`src/rtl/hz_pkg.sv`:
```
package hz_pkg;

    // Architectural register file size and derived index width
    localparam int unsigned HZ_REG_COUNT = 32;
    localparam int unsigned HZ_IDX_W     = $clog2(HZ_REG_COUNT);

    // Downstream stages that may still hold an unwritten result
    localparam int unsigned HZ_STAGES    = 3;
    // Register sources per decode instruction
    localparam int unsigned HZ_SRCS      = 2;

    typedef logic [HZ_IDX_W-1:0] reg_idx_t;

    // Destination carried by a downstream pipeline register
    typedef struct packed {
        logic     wr;
        reg_idx_t idx;
    } dst_t;

    // Source requested by the decode instruction
    typedef struct packed {
        logic     rd;
        reg_idx_t idx;
    } src_t;

    // Front-end stall controls
    typedef struct packed {
        logic pc_hold;
        logic ifid_hold;
        logic idex_bubble;
    } stall_ctl_t;

    localparam stall_ctl_t STALL_NONE = '0;
    localparam stall_ctl_t STALL_ALL  = '1;

    // A source only matters when it is read and is not the hardwired zero
    function automatic logic src_live(src_t s);
        return s.rd && (s.idx != '0);
    endfunction

    // A destination only matters when the stage really writes a register
    function automatic logic dst_live(dst_t d);
        return d.wr && (d.idx != '0);
    endfunction

    function automatic logic raw_conflict(src_t s, dst_t d);
        return src_live(s) && dst_live(d) && (s.idx == d.idx);
    endfunction

endpackage

```
`src/rtl/hz_src_match.sv`:
```
module hz_src_match
    import hz_pkg::*;
#(
    parameter int unsigned N_STAGES = HZ_STAGES
) (
    input  src_t src,
    input  dst_t dsts [N_STAGES],
    output logic hit
);

    logic [N_STAGES-1:0] stage_hit;

    for (genvar g = 0; g < N_STAGES; g++) begin : g_stage
        assign stage_hit[g] = raw_conflict(src, dsts[g]);

        // A matched stage must be one that writes
        always_comb begin
            if (stage_hit[g]) begin
                assert_stage_writes_R5: assert (dsts[g].wr)
                    else $error("stage %0d matched without write enable", g);
            end
        end
    end

    assign hit = |stage_hit;

    always_comb begin
        if (hit) begin
            assert_src_nonzero_R3: assert (src.idx != '0)
                else $error("register zero produced a hazard");
            assert_src_read_R4: assert (src.rd)
                else $error("unread source produced a hazard");
        end
    end

endmodule

```
`src/rtl/hz_stall_ctrl.sv`:
```
module hz_stall_ctrl
    import hz_pkg::*;
#(
    parameter int unsigned N_SRCS = HZ_SRCS
) (
    input  logic [N_SRCS-1:0] src_hit,
    output stall_ctl_t        ctl
);

    assign ctl = (|src_hit) ? STALL_ALL : STALL_NONE;

    always_comb begin
        assert_ctl_uniform_R6: assert (ctl == STALL_NONE || ctl == STALL_ALL)
            else $error("stall controls disagree");
    end

endmodule

```
`src/rtl/hz_stall_detect.sv`:
```
module hz_stall_detect
    import hz_pkg::*;
(
    input  logic [HZ_IDX_W-1:0] src_a_idx,
    input  logic                src_a_used,
    input  logic [HZ_IDX_W-1:0] src_b_idx,
    input  logic                src_b_used,
    input  logic [HZ_IDX_W-1:0] idex_dst,
    input  logic                idex_we,
    input  logic [HZ_IDX_W-1:0] exmem_dst,
    input  logic                exmem_we,
    input  logic [HZ_IDX_W-1:0] memwb_dst,
    input  logic                memwb_we,
    output logic                pc_hold,
    output logic                ifid_hold,
    output logic                idex_bubble
);

    src_t              srcs      [HZ_SRCS];
    dst_t              stage_dst [HZ_STAGES];
    logic [HZ_SRCS-1:0] src_hit;
    stall_ctl_t        ctl;

    // Youngest to oldest downstream stage
    assign stage_dst[0] = '{wr: idex_we,  idx: idex_dst};
    assign stage_dst[1] = '{wr: exmem_we, idx: exmem_dst};
    assign stage_dst[2] = '{wr: memwb_we, idx: memwb_dst};

    assign srcs[0] = '{rd: src_a_used, idx: src_a_idx};
    assign srcs[1] = '{rd: src_b_used, idx: src_b_idx};

    for (genvar s = 0; s < HZ_SRCS; s++) begin : g_src
        hz_src_match #(
            .N_STAGES (HZ_STAGES)
        ) u_match (
            .src  (srcs[s]),
            .dsts (stage_dst),
            .hit  (src_hit[s])
        );
    end

    hz_stall_ctrl #(
        .N_SRCS (HZ_SRCS)
    ) u_ctrl (
        .src_hit (src_hit),
        .ctl     (ctl)
    );

    assign pc_hold     = ctl.pc_hold;
    assign ifid_hold   = ctl.ifid_hold;
    assign idex_bubble = ctl.idex_bubble;

    // Port-level cross checks against the per-source compare units
    for (genvar g = 0; g < HZ_STAGES; g++) begin : g_chk
        always_comb begin
            if (src_a_used && src_a_idx != '0 && stage_dst[g].wr &&
                stage_dst[g].idx == src_a_idx) begin
                assert_srca_stage_R1: assert (pc_hold)
                    else $error("source A match in stage %0d not stalled", g);
            end
            if (src_b_used && src_b_idx != '0 && stage_dst[g].wr &&
                stage_dst[g].idx == src_b_idx) begin
                assert_srcb_stage_R2: assert (pc_hold)
                    else $error("source B match in stage %0d not stalled", g);
            end
        end
    end

    always_comb begin
        if (!idex_we && !exmem_we && !memwb_we) begin
            assert_no_writer_R5: assert (!pc_hold && !idex_bubble)
                else $error("stall with no writing stage");
        end
        if (!src_a_used && !src_b_used) begin
            assert_no_reader_R4: assert (!ifid_hold)
                else $error("stall with no source read");
        end
    end

endmodule

```
`config.mk`:
```
export PLATFORM = sky130hd
export DESIGN_NAME = hz_stall_detect
export DESIGN_NICKNAME = d
export VERILOG_FILES = /design/src/rtl/hz_pkg.sv /design/src/rtl/hz_src_match.sv /design/src/rtl/hz_stall_ctrl.sv /design/src/rtl/hz_stall_detect.sv
export SDC_FILE = /design/constraint.sdc
export NUM_CORES = 1
export LEC_CHECK = 0
export ABC_AREA = 1
export CAP_MARGIN = 20
export CORE_MARGIN = 2
export CORE_UTILIZATION = 30
export DETAILED_ROUTE_END_ITERATION = 10
export DONT_BUFFER_PORTS = 1
export PLACE_DENSITY = 0.49
export SYNTH_ARGS = -nofsm -noshare
export SYNTH_HDL_FRONTEND = slang
export SYNTH_HIERARCHICAL = 1
export SYNTH_SLANG_ARGS = --single-unit
export TNS_END_PERCENT = 5
```
`constraint.sdc`:
```
create_clock -name vclk -period 1.11
set_clock_uncertainty 0.2 [all_clocks]
set_input_delay 0.0555 -clock vclk [all_inputs]
set_output_delay 0.0555 -clock vclk [all_outputs]
set_load 0.02 [all_outputs]
```
==> results.toml, run 1 <==
[route]
drc_errors = 0
routed_wl_um = 2171
drtAntennaViolNets = 0
vias_per_cell = 4.427
drt_iter0_drc = 24
drt_first_pass_iters = 4
wl_per_cell_um = 10.54
vias = 912

[synthesis]
synthDistinctLibCells = 11
yosysWarnings = 6
syn-cell-area_sq_um = 749.5
synth-seq-area-share = 0
syn_inst = 177
syn_avg_cell_area_sq_um = 4.234
syn_nets = 207

[worst_setup_path]
crit_arrival_ns = 0.86
crit_slowest_cell = "buf_12"
cp_top_family = "simple AND/OR/NAND/NOR gates"
required_ns = 0.85
crit_path_end_kind = "output port"
critPathMaxStageDelay_ns = 0.14
crit_top_cell = "nand2_1"
cp_cell_sequence = "inv_6 -> nand2_1 -> nand2_1 -> nor2_1 -> nand2_1 -> nor2_1 -> nand2_1 -> nand3_2 -> inv_2 -> nand2_2 -> buf_12"
critical_path_class = "input port to output port"
startpoint_type = "input port"
worstPathMaxFanout = 4
cp_num_buf_inv = 3

[power_and_ir_drop]
p_int_uw = 112.2
power.share.clock = 0
p_leak_uw = 0.0005529
p_per_area_mw_per_mm2 = 284.5
ir_drop_v = 0.0001195
power.total_uw = 253.1
power_frac_seq = 0
switching_power_uw = 141.0
power_frac_comb = 1.000
switching_share = 0.5569

[finish]
nets = 208
register_area_sq_um = 0
antenna_cells = 0
flops_and_latches = 0
fillers = 312
nClkBuffers = 0
area_delta_synth_final_pct = 18.70
final_cells = 206
drive_gt1_frac = 0.2159

[worst_hold_path]
worstHoldEndpoint = "ifid_hold"
holdPathStages = 7
holdCritStartpoint = "memwb_we"
hold_class = "input port to output port"

[placement]
port_buffers = 0
place_congestion = 0.7915
dp_hpwl_um = 1910
place_inst = 206

[timing]
worst_slew_pin_slew_ns = 0.1554
rsz0062_at_grt = "yes"
slew_violations = 0
setup_viol = 3
finalCriticalPeriod_ns = 1.113
fin_crit_sh = 1.003
hold_viol_final = 0
setup-tns-final_ns = -0.008379
worst_slack_ns = -0.002940
slew_headroom = 0.8953
max_freq_ghz = 0.8985

[floorplan]
die_w_um = 53.98
num_rows = 18
die_area_sq_mm = 0.002914
io_pins = 33
die_height_um = 53.98
core-area_sq_mm = 0.002432
initial_core_util = 0.3081

[grt]
grt_pass1_wl_um = 3201
grt_pass1_vias = 757
grt_max_degree = 7
grt_use_total = 0.1484
antenna_found_initial = 0
overflow = 0

[flow_run]
cap_violations = 0

[clocking]
cts_setup_buffers = 0
cts-hold-fix-buffers = 0

[status]
violations = "setup timing"
outcome = "finished, violations left"
per-layer routing:
layer	part of all wire	wire, um	vias up	track usage
met1	0.48	1042	357	0.2124
met4	0.0092	20	0	0.01250
met3	0.097	211	2	0.02778
met2	0.41	897	32	0.2378
met5	0	0	-	0
li1	-	-	521	-
cells by family after synthesis:
kind of cell,count (synthesis),synth area share
compound gates,4,0.02671
buf+inv,36,0.1903
xor+xnor,6,0.07012
simple gates,131,0.7128
final cells by class:
class	count	area, sq um	area share
timing repair buffer	1	20.02	0.02250
inverter	34	175.2	0.1969
tap	30	37.54	0.04219
multi-input combinational	141	656.9	0.7384
power groups by stage:
| stage | clock (uW) | combinational (uW) | sequential, uW |
|---|---|---|---|
| after floorplan | 0 | 188 | 0 |
| after global placement | 0 | 223 | 0 |
| after global routing | 0 | 290 | 0 |
| after detailed placement | 0 | 222 | 0 |
| after CTS | 0 | 228 | 0 |
| final | 0 | 253 | 0 |
per-stage QoR:
stage	util	hold WS [ns]	instance area (sq um)	setup slack, ns
floorplan	-	0.2497	752.0	0.02281
global placement	0.3266	0.3864	794.5	-0.03924
detailed placement	0.3266	0.3866	794.5	-0.02428
CTS	0.3318	0.3901	807.0	0.001470
global route	0.3657	0.4286	889.6	-0.1108
finish	0.3657	0.3686	889.6	-0.002940
synth_stat cells:
cell	instances	area (sq um)
buf_4	2	15.01
inv_1	26	97.59
inv_2	8	30.03
nand2_1	93	349.1
nand3_2	2	20.02
nand3b_1	4	30.03
nand4_1	4	25.02
nor2_1	26	97.59
nor2_2	2	12.51
o21ai_0	4	20.02
xor2_1	6	52.55
how the worst max path moves through the flow:
stage                            start           to  slack [ns]  cells past startpoint
final                     src_b_idx[0]  idex_bubble      -0.003                     11
after global routing      memwb_dst[1]      pc_hold       -0.11                     11
after CTS                 src_a_idx[0]  idex_bubble       0.001                     11
after detailed placement  exmem_dst[1]  idex_bubble       -0.02                     11
after global placement    exmem_dst[1]      pc_hold       -0.04                     11
after floorplan            idex_dst[4]    ifid_hold        0.02                      8
cell usage in the layout, fill, tap and decap left out:
master,instances
inv_1,17
xor2_1,6
buf_12,1
inv_4,4
nand2_2,11
inv_6,2
inv_12,1
nand4_1,4
o21ai_1,1
nand3_2,2
nor2_2,5
nand2_1,80
nand2_4,2
o21ai_0,3
inv_8,2
nor2_1,23
inv_2,8
nand3b_1,4
repair_timing:
| action | CTS | global route |
|---|---|---|
| hold endpoints to repair | 0 | 0 |
| resized for setup | 9 | 37 |
| endpoints found under the setup margin | 3 | 3 |
| pin swaps | 15 | 34 |
tightest hold or removal path, cell delays in order:
cell and delay, ns:
nand2_1 0.05, nor2_1 0.04, nand2_1 0.06, nand3_2 0.06
inv_2 0.05, nand2_2 0.06, buf_12 0.15
Power figures use the tool's default switching activity.
==> run 2, diff against run 1 <==
Settings changed: ABC_AREA 1 to default.
==> run 2 against run 1 <==
The flow still finishes with violations (setup timing). Critical path depth fell by 7. Hold slack got worse by 0.040 ns. Count of clock-buffer cells in the layout did not move. Synthesized cell count fell by 62%. Non-clock buffer count fell by 1. Via count fell by 48%. Critical endpoint unchanged. Largest cell class unchanged. Largest power group unchanged. Highest routed layer is now met3.
==> results.toml, run 2 <==
[worst_setup_path]
crit_slowest_cell = "or4_4"
crit_arrival_ns = 1.20
crit_path_end_kind = "output port"
crit_path_end = "idex_bubble"
cp-startpoint = "exmem_dst[4]"
cp_top_family = "simple AND/OR/NAND/NOR gates"
critical_path_class = "input port to output port"
cp_num_buf_inv = 0
critPathMaxStageDelay_ns = 0.51
worstPathMaxFanout = 4
startpoint_type = "input port"
worst-path-stages = 4
required_ns = 0.85
cp_cell_sequence = "or4_4 -> o2111ai_2 -> a31oi_1 -> or2_4"

[route]
routed_wl_um = 1381
vias = 472
drc_errors = 0
wl_per_cell_um = 17.48
drtAntennaViolNets = 0
drt_iter0_drc = 5
vias_per_cell = 5.975
drt_first_pass_iters = 4

[timing]
setup_viol = 3
worst_slack_ns = -0.3444
rsz0062_at_grt = "yes"
worst_slew_pin_slew_ns = 0.3592
slew_violations = 0
slew_headroom = 0.7583
fin_crit_sh = 1.310
hold_viol_final = 0
finalCriticalPeriod_ns = 1.454
max_freq_ghz = 0.6876

[status]
outcome = "finished, violations left"
violations = "setup timing"

[synthesis]
synth_simple_gate_area_share = 0.3263
syn_nets = 97
synthMuxAreaShare = 0
yosysWarnings = 6
synth_xor_area_frac = 0.5199
synthDistinctLibCells = 15
synth_top_family_by_area = "XOR/XNOR gates"
synth_top_area_frac = 0.4085
syn_avg_cell_area_sq_um = 7.040
yosysTopAreaCell = "xor2_1"
synth-seq-area-share = 0
synth-compound-area-share = 0.1061
ys_top_cells_by_area = "xor2_1 41%, xnor2_1 11%, nor4_1 8.0%"
synth_adder_area_share = 0
ys_top_cells_by_count = "22 x xor2_1, 6 x nor4_1, 6 x xnor2_1"
synth.most_common_cell = "xor2_1"
syn-cell-area_sq_um = 471.7
syn_inst = 67

[finish]
register_area_sq_um = 0
final_common_cell = "xor2_1"
drive_gt1_frac = 0.1111
area_delta_synth_final_pct = 4.244
final_cells = 79
flops_and_latches = 0
nClkBuffers = 0
nets = 95
layout_common_cells = "22 x xor2_1, 6 x xnor2_1, 6 x nor4_1"
fin_util = 0.3303
antenna_cells = 0

[placement]
place_congestion = 0.7200
place_inst = 79
port_buffers = 0
dp_hpwl_um = 1151

[floorplan]
core-area_sq_mm = 0.001489
io_pins = 33
die_w_um = 43.65
die_area_sq_mm = 0.001905
die_height_um = 43.65
initial_core_util = 0.3168
num_rows = 14

[power_and_ir_drop]
ir_drop_v = 0.00006330
p_leak_uw = 0.0001483
switching_share = 0.4169
p_int_uw = 71.96
power_frac_seq = 0
power_frac_comb = 1.000
power.share.clock = 0
p_per_area_mw_per_mm2 = 251.0
switching_power_uw = 51.45

[clocking]
cts_setup_buffers = 0
cts-hold-fix-buffers = 0

[grt]
grt_pass1_wl_um = 2173
antenna_found_initial = 0
grt_use_total = 0.1432
grt_max_degree = 7
grt_pass1_vias = 505
overflow = 0

[flow_run]
cap_violations = 0

[worst_hold_path]
holdPathStages = 3
hold_class = "input port to output port"
-- run 2: logic make-up (layout without fill, tap and decap cells) --
logic type	Yosys count	after routing
AO/OA/AOI/OAI	8	8
AND/OR/NAND/NOR	27	27
buffers and inverters	4	0
XOR/XNOR	28	28
-- run 2: how the worst min path moves through the flow --
stage	start	slack (ns)	to
CTS	src_a_idx[0]	0.33	pc_hold
floorplan	src_b_used	0.24	idex_bubble
global placement	src_a_idx[0]	0.34	idex_bubble
finish	exmem_we	0.33	pc_hold
global route	exmem_we	0.34	idex_bubble
detailed placement	src_b_used	0.34	pc_hold
-- run 2: power groups by stage --
stage          combinational, uW  clock [uW]  sequential (uW)
2_1_floorplan                129           0                0
3_3_place_gp                 118           0                0
3_5_place_dp                 118           0                0
4_1_cts                      121           0                0
5_1_grt                      138           0                0
6_report                     123           0                0
-- run 2: per-layer routing --
metal | vias to the layer above | share of wire | GRT usage
li1 | 236 | - | -
met1 | 214 | 0.41 | 0.1975
met2 | 22 | 0.48 | 0.2294
met3 | 0 | 0.11 | 0.05000
met4 | 0 | 0 | 0
met5 | - | 0 | 0
-- run 2: cell type report --
class	count	area, sq um
Tap cell	16	20.02
Multi-Input combinational cell	63	471.7
Fill cell	162	997.2
-- run 2: worst min-delay path, cell delays in order --
cell	delay [ns]
o2111ai_2	0.04
a31oi_1	0.06
or2_4	0.31
-- run 2: timing repair --
action,in CTS,in global routing
gates cloned,0,0
endpoints found under the setup margin,3,3
resized for setup,2,2
pin swaps,3,2
-- run 2: stage by stage --
step / area (sq um) / TNS [ns] / hold slack (ns) / worst slack, ns / power [uW]
floorplan: 501.7 / -1.145 / 0.2439 / -0.4290 / 128.8
global placement: 471.7 / -1.082 / 0.3449 / -0.3606 / 118.2
detailed placement: 471.7 / -1.107 / 0.3350 / -0.3689 / 118.1
CTS: 481.7 / -1.005 / 0.3308 / -0.3351 / 121.3
global route: 491.7 / -1.129 / 0.3448 / -0.3765 / 137.7
finish: 491.7 / -1.033 / 0.3285 / -0.3444 / 123.4
==> run 3, diff against run 2 <==
Settings changed: CORE_AREA from default to 2 2 39 41, CORE_MARGIN 2 to default, CORE_UTILIZATION 30 to default, DIE_AREA from default to 0 0 41 43, PLACE_DENSITY 0.49 to 0.54.
==> run 3 against run 2 <==
The run still ends with setup timing left. Critical path depth did not move. Global-route usage rose by 2.9 points. First-iteration DRC count fell by 20%. Via count rose by 4.0%. Final cell count did not move. Critical path type unchanged. Critical endpoint unchanged. Largest power group unchanged.
==> results.toml, run 3 (synthesis results as in run 2) <==
[route]
routed_wl_um = 1532
drt_iter0_drc = 4
vias = 491
drc_errors = 0
drt_first_pass_iters = 4
drtAntennaViolNets = 0
vias_per_cell = 6.215
wl_per_cell_um = 19.39

[grt]
grt_max_degree = 7
antenna_found_initial = 0
grt_pass1_vias = 543
grt_use_total = 0.1718
grt_pass1_wl_um = 2208
overflow = 0

[floorplan]
initial_core_util = 0.3409
die_w_um = 41
core-area_sq_mm = 0.001384
io_pins = 33
num_rows = 14
die_area_sq_mm = 0.001763
die_height_um = 43

[timing]
max_freq_ghz = 0.6868
worst_slack_ns = -0.3459
slew_violations = 0
finalCriticalPeriod_ns = 1.456
fin_crit_sh = 1.312
hold_ws_ns = 0.3299
slew_headroom = 0.8052
setup_viol = 3
worst_slew_pin_slew_ns = 0.2899
rsz0062_at_grt = "yes"
hold_viol_final = 0

[finish]
nets = 95
finalInstanceArea_sq_um = 510.5
antenna_cells = 0
nClkBuffers = 0
final_common_cell = "xor2_1"
drive_gt1_frac = 0.1587
multi_input_area_sq_um = 490.5
area_delta_synth_final_pct = 8.223
register_area_sq_um = 0
final_cells = 79
flops_and_latches = 0
layout_common_cells = "22 x xor2_1, 6 x xnor2_1, 4 x nor3_1, 4 x nand2_1, 4 x nand4_1"
fillers = 157

[worst_setup_path]
critical_path_class = "input port to output port"
worstPathMaxFanout = 4
required_ns = 0.85
startpoint_type = "input port"
crit_path_end_kind = "output port"
crit_arrival_ns = 1.20

[power_and_ir_drop]
p_leak_uw = 0.0001497
ir_drop_v = 0.00008952
p_per_area_mw_per_mm2 = 265.8
power.total_uw = 135.7

[worst_hold_path]
hold_class = "input port to output port"

[placement]
placed_area_sq_um = 471.7
port_buffers = 0
place_inst = 79
place_congestion = 0.7318

[status]
violations = "setup timing"
outcome = "finished, violations left"

[flow_run]
cap_violations = 0

[clocking]
cts-hold-fix-buffers = 0
cts_setup_buffers = 0
==> run 3: cell counts in the layout (fill, tap and decap cells not counted) <==
Identical to the previous run, type by type.
==> run 3: worst paths after layout <==
path          from     endpoint  slack (ns)  depth (start not counted)
max   exmem_dst[4]  idex_bubble       -0.35                          4
min   src_a_idx[0]      pc_hold        0.33                          3
==> run 3: area by class of cell <==
class              count  area share
multi-input cells     63      0.9608
well taps             16     0.03922
==> run 3: worst max-delay path: stages <==
cell	delay [ns]
or4_4	0.51
o2111ai_2	0.19
a31oi_1	0.10
or2_4	0.34
==> run 3: repair_timing <==
| item | CTS | global route |
|---|---|---|
| hold endpoints to repair | 0 | 0 |
| pin swaps | 3 | 5 |
| setup endpoints to repair | 3 | 3 |
| resized for setup | 2 | 5 |
==> run 3: report_power, final <==
part,switching (uW),internal (uW)
Sequential,0,0
Combinational,61.2,74.5
Clock,0,0
==> run 3: per-layer routing <==
metal / share of wire / GRT usage / up-vias
li1: - / - / 236
met1: 0.39 / 0.2247 / 236
met2: 0.53 / 0.2969 / 19
met3: 0.080 / 0.03141 / 0
met4: 0 / 0 / 0
met5: 0 / 0 / -
==> run 3: per-stage QoR <==
step	util	setup slack, ns	TNS (ns)
global route	0.3689	-0.3846	-1.154
global placement	0.3409	-0.3544	-1.063
CTS	0.3481	-0.3576	-1.073
detailed placement	0.3409	-0.3778	-1.133
finish	0.3689	-0.3459	-1.038
floorplan	-	-0.4290	-1.145
